===== src/rtl/arb_pkg.sv =====
package arb_pkg;

  typedef struct packed {
    logic aged;
    logic same_dir;
    logic other_bank;
  } prio_key_t;

  function automatic logic burst_ok(input int unsigned beats);
    return (beats >= 1) && (beats <= 8) && (beats != 4);
  endfunction

endpackage


===== src/rtl/arb_age_bank.sv =====
module arb_age_bank #(
  parameter int N_MASTERS = 6,
  parameter int AGE_W     = 8,
  parameter int IDX_W     = 3
) (
  input  logic                 clk,
  input  logic                 rst,
  input  logic                 cfg_we,
  input  logic [IDX_W-1:0]     cfg_addr,
  input  logic [AGE_W-1:0]     cfg_wdata,
  input  logic [N_MASTERS-1:0] wait_mask,
  input  logic [N_MASTERS-1:0] clear_mask,
  output logic [N_MASTERS-1:0] aged
);

  localparam logic [AGE_W-1:0] AGE_MAX = '1;

  for (genvar m = 0; m < N_MASTERS; m++) begin : g_master
    logic [AGE_W-1:0] limit_q;
    logic [AGE_W-1:0] age_q;

    always_ff @(posedge clk) begin
      if (rst) begin
        limit_q <= AGE_MAX;
      end else if (cfg_we && cfg_addr == IDX_W'(m)) begin
        limit_q <= cfg_wdata;
      end
    end

    always_ff @(posedge clk) begin
      if (rst) begin
        age_q <= '0;
      end else if (clear_mask[m]) begin
        age_q <= '0;
      end else if (wait_mask[m] && age_q != AGE_MAX) begin
        age_q <= age_q + 1'b1;
      end
    end

    assign aged[m] = age_q > limit_q;
  end

endmodule


===== src/rtl/arb_key_gen.sv =====
module arb_key_gen
  import arb_pkg::*;
#(
  parameter int N_MASTERS = 6,
  parameter int BANK_W    = 2
) (
  input  logic [N_MASTERS-1:0]        aged,
  input  logic [N_MASTERS-1:0]        req_write,
  input  logic [N_MASTERS*BANK_W-1:0] req_bank,
  input  logic                        have_last,
  input  logic                        last_write,
  input  logic [BANK_W-1:0]           last_bank,
  output prio_key_t                   keys [N_MASTERS]
);

  for (genvar m = 0; m < N_MASTERS; m++) begin : g_key
    always_comb begin
      keys[m].aged       = aged[m];
      keys[m].same_dir   = have_last && (req_write[m] == last_write);
      keys[m].other_bank = have_last && (req_bank[m*BANK_W +: BANK_W] != last_bank);
    end
  end

endmodule


===== src/rtl/arb_pick.sv =====
module arb_pick
  import arb_pkg::*;
#(
  parameter int N_MASTERS = 6,
  parameter int IDX_W     = 3
) (
  input  logic [N_MASTERS-1:0] eligible,
  input  prio_key_t            keys [N_MASTERS],
  output logic                 found,
  output logic [IDX_W-1:0]     win_idx
);

  prio_key_t best;

  always_comb begin
    found   = 1'b0;
    win_idx = '0;
    best    = '0;
    for (int m = N_MASTERS - 1; m >= 0; m--) begin
      if (eligible[m] && (!found || keys[m] >= best)) begin
        found   = 1'b1;
        win_idx = IDX_W'(m);
        best    = keys[m];
      end
    end
  end

endmodule


===== src/rtl/mem_age_arbiter.sv =====
module mem_age_arbiter
  import arb_pkg::*;
#(
  parameter int N_MASTERS = 6,
  parameter int BANK_W    = 2,
  parameter int BLEN_W    = 4,
  parameter int AGE_W     = 8,
  localparam int IDX_W    = (N_MASTERS > 1) ? $clog2(N_MASTERS) : 1
) (
  input  logic                        clk,
  input  logic                        rst,
  input  logic [N_MASTERS-1:0]        req_valid,
  input  logic [N_MASTERS-1:0]        req_write,
  input  logic [N_MASTERS*BANK_W-1:0] req_bank,
  input  logic [N_MASTERS*BLEN_W-1:0] req_blen,
  input  logic                        burst_done,
  input  logic                        cfg_we,
  input  logic [IDX_W-1:0]            cfg_addr,
  input  logic [AGE_W-1:0]            cfg_wdata,
  output logic [N_MASTERS-1:0]        grant,
  output logic [IDX_W-1:0]            grant_idx,
  output logic                        grant_pulse,
  output logic                        grant_write,
  output logic [BANK_W-1:0]           grant_bank,
  output logic [BLEN_W-1:0]           grant_blen,
  output logic                        busy
);

  logic [N_MASTERS-1:0] eligible;
  logic [N_MASTERS-1:0] aged;
  logic [N_MASTERS-1:0] win_mask;
  logic [N_MASTERS-1:0] wait_mask;
  logic [N_MASTERS-1:0] clear_mask;
  prio_key_t            keys [N_MASTERS];
  logic                 found;
  logic [IDX_W-1:0]     win_idx;
  logic                 take;
  logic                 have_last_q;

  for (genvar m = 0; m < N_MASTERS; m++) begin : g_elig
    assign eligible[m] = req_valid[m]
                       && burst_ok(int'(req_blen[m*BLEN_W +: BLEN_W]))
                       && !(busy && grant_idx == IDX_W'(m));
    assign win_mask[m] = found && (win_idx == IDX_W'(m));
  end

  assign take       = found && (!busy || burst_done);
  assign clear_mask = take ? win_mask : '0;
  assign wait_mask  = eligible & ~clear_mask;

  arb_age_bank #(
    .N_MASTERS (N_MASTERS),
    .AGE_W     (AGE_W),
    .IDX_W     (IDX_W)
  ) u_age (
    .clk        (clk),
    .rst        (rst),
    .cfg_we     (cfg_we),
    .cfg_addr   (cfg_addr),
    .cfg_wdata  (cfg_wdata),
    .wait_mask  (wait_mask),
    .clear_mask (clear_mask),
    .aged       (aged)
  );

  arb_key_gen #(
    .N_MASTERS (N_MASTERS),
    .BANK_W    (BANK_W)
  ) u_key (
    .aged       (aged),
    .req_write  (req_write),
    .req_bank   (req_bank),
    .have_last  (have_last_q),
    .last_write (grant_write),
    .last_bank  (grant_bank),
    .keys       (keys)
  );

  arb_pick #(
    .N_MASTERS (N_MASTERS),
    .IDX_W     (IDX_W)
  ) u_pick (
    .eligible (eligible),
    .keys     (keys),
    .found    (found),
    .win_idx  (win_idx)
  );

  always_ff @(posedge clk) begin
    if (rst) begin
      busy        <= 1'b0;
      grant_pulse <= 1'b0;
      grant       <= '0;
      grant_idx   <= '0;
      grant_write <= 1'b0;
      grant_bank  <= '0;
      grant_blen  <= '0;
      have_last_q <= 1'b0;
    end else begin
      grant_pulse <= take;
      if (take) begin
        busy        <= 1'b1;
        grant       <= win_mask;
        grant_idx   <= win_idx;
        grant_write <= req_write[win_idx];
        grant_bank  <= req_bank[win_idx*BANK_W +: BANK_W];
        grant_blen  <= req_blen[win_idx*BLEN_W +: BLEN_W];
        have_last_q <= 1'b1;
      end else if (burst_done && busy) begin
        busy  <= 1'b0;
        grant <= '0;
      end
    end
  end

endmodule


===== config.mk =====
export PLATFORM = sky130hd
export DESIGN_NAME = mem_age_arbiter
export DESIGN_NICKNAME = d
export VERILOG_FILES = /design/src/rtl/arb_pkg.sv /design/src/rtl/arb_age_bank.sv /design/src/rtl/arb_key_gen.sv /design/src/rtl/arb_pick.sv /design/src/rtl/mem_age_arbiter.sv
export SDC_FILE = /design/constraint.sdc
export NUM_CORES = 1
export LEC_CHECK = 0
export ABC_AREA = 1
export BUFFER_PORTS_ARGS = -buffer_cell sky130_fd_sc_hd__buf_2
export CORE_AREA = 2 2 169 171
export CTS_CLUSTER_DIAMETER = 40
export DETAILED_ROUTE_END_ITERATION = 16
export DIE_AREA = 0 0 171 173
export HOLD_SLACK_MARGIN = 0.08
export SYNTH_ARGS = -nofsm -noshare
export SYNTH_HDL_FRONTEND = slang
export SYNTH_HIERARCHICAL = 1
export SYNTH_SLANG_ARGS = --single-unit

===== constraint.sdc =====
create_clock -name clk -period 13.5 [get_ports clk]
set_input_delay 2.7 -clock clk [delete_from_list [all_inputs] [get_ports clk]]
set_output_delay 2.7 -clock clk [all_outputs]
set_load 0.02 [all_outputs]

* After elaboration in Yosys (flattened, before gate mapping) *
Cells that the tools add are included.

cells by class
  add/subtract/negate cells = 6
  multiply operators = 0
  divide/modulo/power cells = 0
  magnitude comparators = 24
  equal/unequal tests = 39
  shift-type cells = 2
  mux-type cells = 24
  bitwise operators = 2
  reductions and logical operators = 95

operators with widths
  operator               number
  $logic_and A1 B1 Y1    67
  $add A8 B1 Y8 const B  6
  $gt A8 B8 Y1           6
  $ne A8 B8 Y1 const B   6
  $mux W3                11
  $ge A4 B1 Y1 const B   6
  $le A4 B4 Y1 const B   6
  $ne A4 B3 Y1 const B   6
  $shiftx A24 B6 Y4      1
  $eq A3 B2 Y1 const B   6
  $eq A3 B3 Y1 const B   6
  $mux W6                3
  $ge A3 B3 Y1           5
  $logic_not A1 Y1       12
  $ne A2 B2 Y1           6
  $reduce_or A2 Y1       6
  $shiftx A12 B5 Y2      1
  $eq A3 B1 Y1 const B   3
  $logic_not A3 Y1       3
  $mux W1                9
  $and A6 B6 Y6          1
  $eq A1 B1 Y1           6
  $logic_or A1 B1 Y1     6
  $not A6 Y6             1
  3 further kinds        3

word-level totals
  flip-flop bits (word level) = 115
  bits in latches = 0
  bits in writable memories = 0
  bits in read-only memories = 0
  input port bits = 63
  output and inout bits = 18
  logic and storage cells = 212
  memories kept = 0

* Logic depth before layout (Yosys ltp) *
  depth after elaboration = 32
  mapped depth = 59
  depth with buffers taken out = 57

* By module *
The synthesis kept the hierarchy.

by module, submodules not included
  module           instances  cells each  area each (µm²)  seq. area each (µm²)
  arb_age_bank     1          810         5705.5           1921.8
  mem_age_arbiter  1          267         1488.9           380.4
  arb_pick         1          112         653.1            0.0
  arb_key_gen      1          77          349.1            0.0

* Least setup slack after synthesis *
No wires, ideal clock.

  path type = input-to-reg
  start = input req_blen[23]
  end = register u_age.g_master[1].age_q[4]
  setup time = 0.112 ns
  arrival = 9.507 ns
  required time = 13.388 ns
  path slack = 3.881 ns
  cell stages on the path = 49
  path buffers = 0
  path through = inv_1 -> o21ai_0 -> o21ai_0 -> nor3_1 -> nand2_1 -> ha_1 -> a21oi_1 -> nand4_1 -> nand2_1 -> nand2_1 -> nand2_1 -> inv_1 -> ha_1 -> nand2_1 -> inv_1 -> nor3_1 -> nand2_1 -> nand2_2 -> (+13 left out) -> nand2_4 -> or2_0 -> nand2_1 -> ha_1 -> a21oi_1 -> o211ai_1 -> o21ai_1 -> nand2_1 -> nor3_1 -> inv_1 -> nand2_4 -> nor2_4 -> nor3_1 -> inv_1 -> nor2_1 -> nand3_1 -> nor2_1 -> nor2_1

on the way
  longest elaborated chain between the ends = 32
  elaborated cells on any way between the ends = 52
  those cells by class = order compare (7); eq/ne (2); mux (18); bitwise (2); reduce/logical (23)

RTL lines
  element                                                  RTL line               source
  from (decl)                                              mem_age_arbiter.sv:15  input logic [N_MASTERS*BLEN_W-1:0] req_blen,
  $ge A4 B1 Y1 / $le A4 B4 Y1 (equally long branches)      arb_pkg.sv:10          return (beats >= 1) && (beats <= 8) && (beats != 4);
  $logic_and A1 B1 Y1                                      arb_pkg.sv:10
  $logic_and A1 B1 Y1 *                                    arb_pkg.sv:10
  $logic_and A1 B1 Y1 *                                    mem_age_arbiter.sv:42  && burst_ok(int'(req_blen[m*BLEN_W +: BLEN_W]))
  $logic_and A1 B1 Y1 *                                    mem_age_arbiter.sv:43  && !(busy && grant_idx == IDX_W'(m));
  net eligible[5]                                          mem_age_arbiter.sv:29  logic [N_MASTERS-1:0] eligible;
  $mux W3 / $mux W1 (equally long branches)                arb_pick.sv:20         if (eligible[m] && (!found || keys[m] >= best)) begin
  $ge A3 B3 Y1 / $logic_not A1 Y1 (equally long branches)  arb_pick.sv:20
  (+19 left out)                                           -
  net win_idx[2]                                           mem_age_arbiter.sv:36  logic [IDX_W-1:0] win_idx;
  $eq A3 B1 Y1 *                                           mem_age_arbiter.sv:44  assign win_mask[m] = found && (win_idx == IDX_W'(m));
  $logic_and A1 B1 Y1 *                                    mem_age_arbiter.sv:44
  $mux W6 *                                                mem_age_arbiter.sv:48  assign clear_mask = take ? win_mask : '0;
  net clear_mask[1]                                        mem_age_arbiter.sv:33  logic [N_MASTERS-1:0] clear_mask;
  $not A6 Y6 *                                             mem_age_arbiter.sv:49  assign wait_mask = eligible & ~clear_mask;
  $and A6 B6 Y6 *                                          mem_age_arbiter.sv:49
  net wait_mask[1]                                         mem_age_arbiter.sv:32  logic [N_MASTERS-1:0] wait_mask;
  $logic_and A1 B1 Y1 *                                    arb_age_bank.sv:35     end else if (wait_mask[m] && age_q != AGE_MAX) begin
  to (signal assigned)                                     arb_age_bank.sv:36     age_q <= age_q + 1'b1;
  to (decl)                                                arb_age_bank.sv:20     logic [AGE_W-1:0] age_q;

Mark *: on every way through the listed nets, which the timed path passes. The rest lies on a longest branch.
A chain may end at the register's enable or synchronous reset.

* Worst setup path after layout *
  start = input req_blen[23]
  end = register u_age.g_master[5].age_q[4]

on the way
  longest elaborated chain between the ends = 32
  elaborated cells on any way between the ends = 52
  those cells by class = order compare (7); eq/ne (2); mux (18); bitwise (2); reduce/logical (23)

RTL lines
  element                                                  RTL line
  $ge A4 B1 Y1 / $le A4 B4 Y1 (equally long branches)      arb_pkg.sv:10
  $logic_and A1 B1 Y1                                      arb_pkg.sv:10
  $logic_and A1 B1 Y1 *                                    arb_pkg.sv:10
  $logic_and A1 B1 Y1 *                                    mem_age_arbiter.sv:42
  $logic_and A1 B1 Y1 *                                    mem_age_arbiter.sv:43
  net eligible[5]                                          mem_age_arbiter.sv:29
  $mux W3 / $mux W1 (equally long branches)                arb_pick.sv:20
  $ge A3 B3 Y1 / $logic_not A1 Y1 (equally long branches)  arb_pick.sv:20
  (+19 left out)                                           -
  net win_idx[1]                                           mem_age_arbiter.sv:36
  $eq A3 B3 Y1 *                                           mem_age_arbiter.sv:44
  $logic_and A1 B1 Y1 *                                    mem_age_arbiter.sv:44
  $mux W6 *                                                mem_age_arbiter.sv:48
  net clear_mask[5]                                        mem_age_arbiter.sv:33
  $not A6 Y6 *                                             mem_age_arbiter.sv:49
  $and A6 B6 Y6 *                                          mem_age_arbiter.sv:49
  net wait_mask[5]                                         mem_age_arbiter.sv:32
  $logic_and A1 B1 Y1 *                                    arb_age_bank.sv:35
  to (signal assigned)                                     arb_age_bank.sv:36
  to (decl)                                                arb_age_bank.sv:20

Marks and branches as above.

==> results.yml <==
clock_tree:
  h-tree-depth: 4
  cts_sinks: 115
  postCtsSetupRepairBufs: 0
  ctsLongestPathBuffers: 2
  cts_hold_buf: 0
  cts_root_buf: "clkbuf_16"
  clk_pin_slew_ps: 60
  clk-insertion-delay-late_ps: 410
  cts_buffers: 17
  cts_tree: "done"
  cts_resized: 0
die:
  start_util: 0.297
  core_area_um2: 27600
  io_pins: 81
  dieHeight_um: 173
  rows: 61
  dieWidth_um: 171
  dieArea_um2: 29600
logic_synthesis:
  yosysTopAreaCellShare: 0.281
  syn_avg_cell_area_um2: 6.47
  yosysSeqAreaShare: 0.281
  synth-seq-cells: 115
  synthesis.nets: 1398
  synth.area.top_cells: "dfxtp_1, nand2_1, ha_1, inv_1, nor2_1"
  synth_top_area_cell: "dfxtp_1"
  synthCells: 1266
  synthesis.area_um2: 8200
  ys.warnings.count: 6
  synth.distinct_cells: 44
layout:
  final_common_cell: "nand2_1"
  fin_cells: 1727
  nets: 1468
  fin_area_um2: 9440
  n_antenna_cell: 0
  mostFrequentLayoutCells: "nand2_1, inv_1, nor2_1"
  drive_gt1_frac: 0.133
  area_growth_pct: 15.2
timing:
  rsz0062_at_grt: "false"
  fin_skew_ps: 11.4
  hold_violations: 0
  worst_pin_slew_ps: 1170
  period_minus_slack_ps: 11390
  tns_ps: 0
  slew_viol_final: 0
  fmaxAchievable_ghz: 0.0878
  finalHoldWorstSlack_ps: 473
  setup_viol: 0
  relSlewSlack: 0.212
  period_share: 0.844
drt:
  drc: 0
  routed_wl_um: 21500
  vias: 7788
  drt-pass1-iter-count: 5
  antenna_left: 0
  wl_per_cell_um: 12.5
  drt_iter0_drc: 544
  viasPerCell: 4.51
worst_setup_path:
  startpoint_type: "primary input"
  slowest_delay_ps: 720
  cp_slowest_cell: "nor3b_1"
  crit_family: "simple AND/OR/NAND/NOR gates"
  crit_top_cell: "nand2_1"
  crit_fanout: 16
  cp.buffers_inverters: 9
  crit_arrival_ps: 11730
  end_kind: "flip-flop"
  worstPathRequired_ps: 13840
  path_class: "in2reg"
grt:
  grt_pass1_wl_um: 35800
  antenna_found_initial: 0
  grt.total_usage: 0.150
  overflow: 0
  grt_max_degree: 39
  grt_pass1_vias: 7202
power_and_ir_drop:
  p_comb_frac: 0.259
  power_mw: 1.13
  p_sw_mw: 0.390
  swShare: 0.345
  peakVddDrop_mv: 0.0714
  p_per_area_nw_per_um2: 120
  cellLeakagePower_nw: 4.83
  power_frac_seq: 0.336
  power_frac_clock: 0.404
  p_int_mw: 0.742
placed_design:
  dpl_cell_area_um2: 8840
  hpwl_um: 16600
  gp_congestion: 0.872
  placed_cells: 1695
  io_buffers: 80
outcome:
  status: "complete, no violations"
flow_run:
  maxCapViolCount: 0
hold_path:
  hp-class: "reg2reg"
power groups by stage:
stage / registers, mW / clock network, mW / logic [mW]
after floorplan: 0.394 / 0 / 0.212
after CTS: 0.381 / 0.469 / 0.294
after detailed placement: 0.388 / 0 / 0.292
after global placement: 0.388 / 0 / 0.289
after global routing: 0.384 / 0.486 / 0.333
final: 0.381 / 0.458 / 0.294
synth_stat cells:
cell / count
nor2_4: 10
o2111ai_4: 1
and2_1: 3
a21boi_1: 2
a21oi_2: 3
o21ai_1: 3
nand4_1: 7
buf_1: 1
nor2_1: 148
clkinv_4: 2
a21o_1: 7
ha_1: 69
xor2_1: 4
nor3b_1: 2
a21oi_1: 73
dfxtp_1: 115
nand3_2: 2
clkbuf_2: 1
buf_4: 11
o21ai_0: 27
nand2_4: 5
nor2_2: 8
nor3_1: 20
or2_4: 1
o211ai_2: 8
nand2_2: 9
nand3_1: 67
buf_2: 7
nor3_2: 1
inv_4: 1
buf_6: 9
inv_1: 182
clkinv_1: 1
o2111ai_1: 1
nand3b_1: 2
nand2_1: 396
nand3_4: 3
buf_8: 2
inv_2: 9
o211ai_1: 35
or2_0: 2
clkbuf_1: 2
a21boi_0: 1
a211oi_1: 3
logic make-up (layout without fill, tap and decap cells):
kind of cell    Yosys count  after routing  synth area share
compound gates          164            164             0.127
fa+ha+maj                69             69             0.105
flops                   115            115             0.281
buf+inv                 228            311             0.123
simple gates            686            686             0.360
xor+xnor                  4              4           0.00427
flip-flops by register name, summed over array words and instances (netlist names):
name and flops:
grant_bank 2, u_age/g_master.limit_q 48, have_last_q 1, grant_idx 3
busy 1, grant 6, u_age/g_master.age_q 48, grant_blen 4
grant_pulse 1, grant_write 1
per-stage QoR:
stage                     utilization  setup WS [ps]
after CTS                       0.342           2270
after floorplan                     -           3880
after detailed placement        0.320           1880
after global placement          0.320           2160
final                           0.342           2110
after global routing            0.342           1130
layout make-up:
type	count	area [µm²]
Clock buffer	19	453
Timing Repair Buffer	84	430
Fill cell	3059	18200
Sequential cell	115	2300
Tap cell	378	473
Clock inverter	13	148
Inverter	195	744
Multi-Input combinational cell	923	4890
routing by layer:
layer	vias up	GRT usage	wire, µm
met5	-	0	0
met4	0	0.0346	203
met3	10	0.0249	637
met2	131	0.259	10600
met1	3501	0.194	10100
li1	4146	-	-
final timing paths:
check               start                         end  slack, ps  depth (start not counted)
min              grant[0]                    grant[0]        470                          2
min reg2reg      grant[0]                    grant[0]        470                          2
max reg2reg  grant_idx[1]  u_age/g_master[5].age_q[4]       4220                         50
max          req_blen[23]  u_age/g_master[5].age_q[4]       2110                         51
worst register-to-register path: cells and delay by family (launching register included):
family / cells / cell delay [ps]
AO/OA/AOI/OAI: 9 / 2060
buffers and inverters: 8 / 1010
adder cells (fa/ha/maj): 5 / 1570
AND/OR/NAND/NOR: 28 / 4210
flip-flops: 1 / 360
No activity file was read; power rests on OpenSTA's default activity.
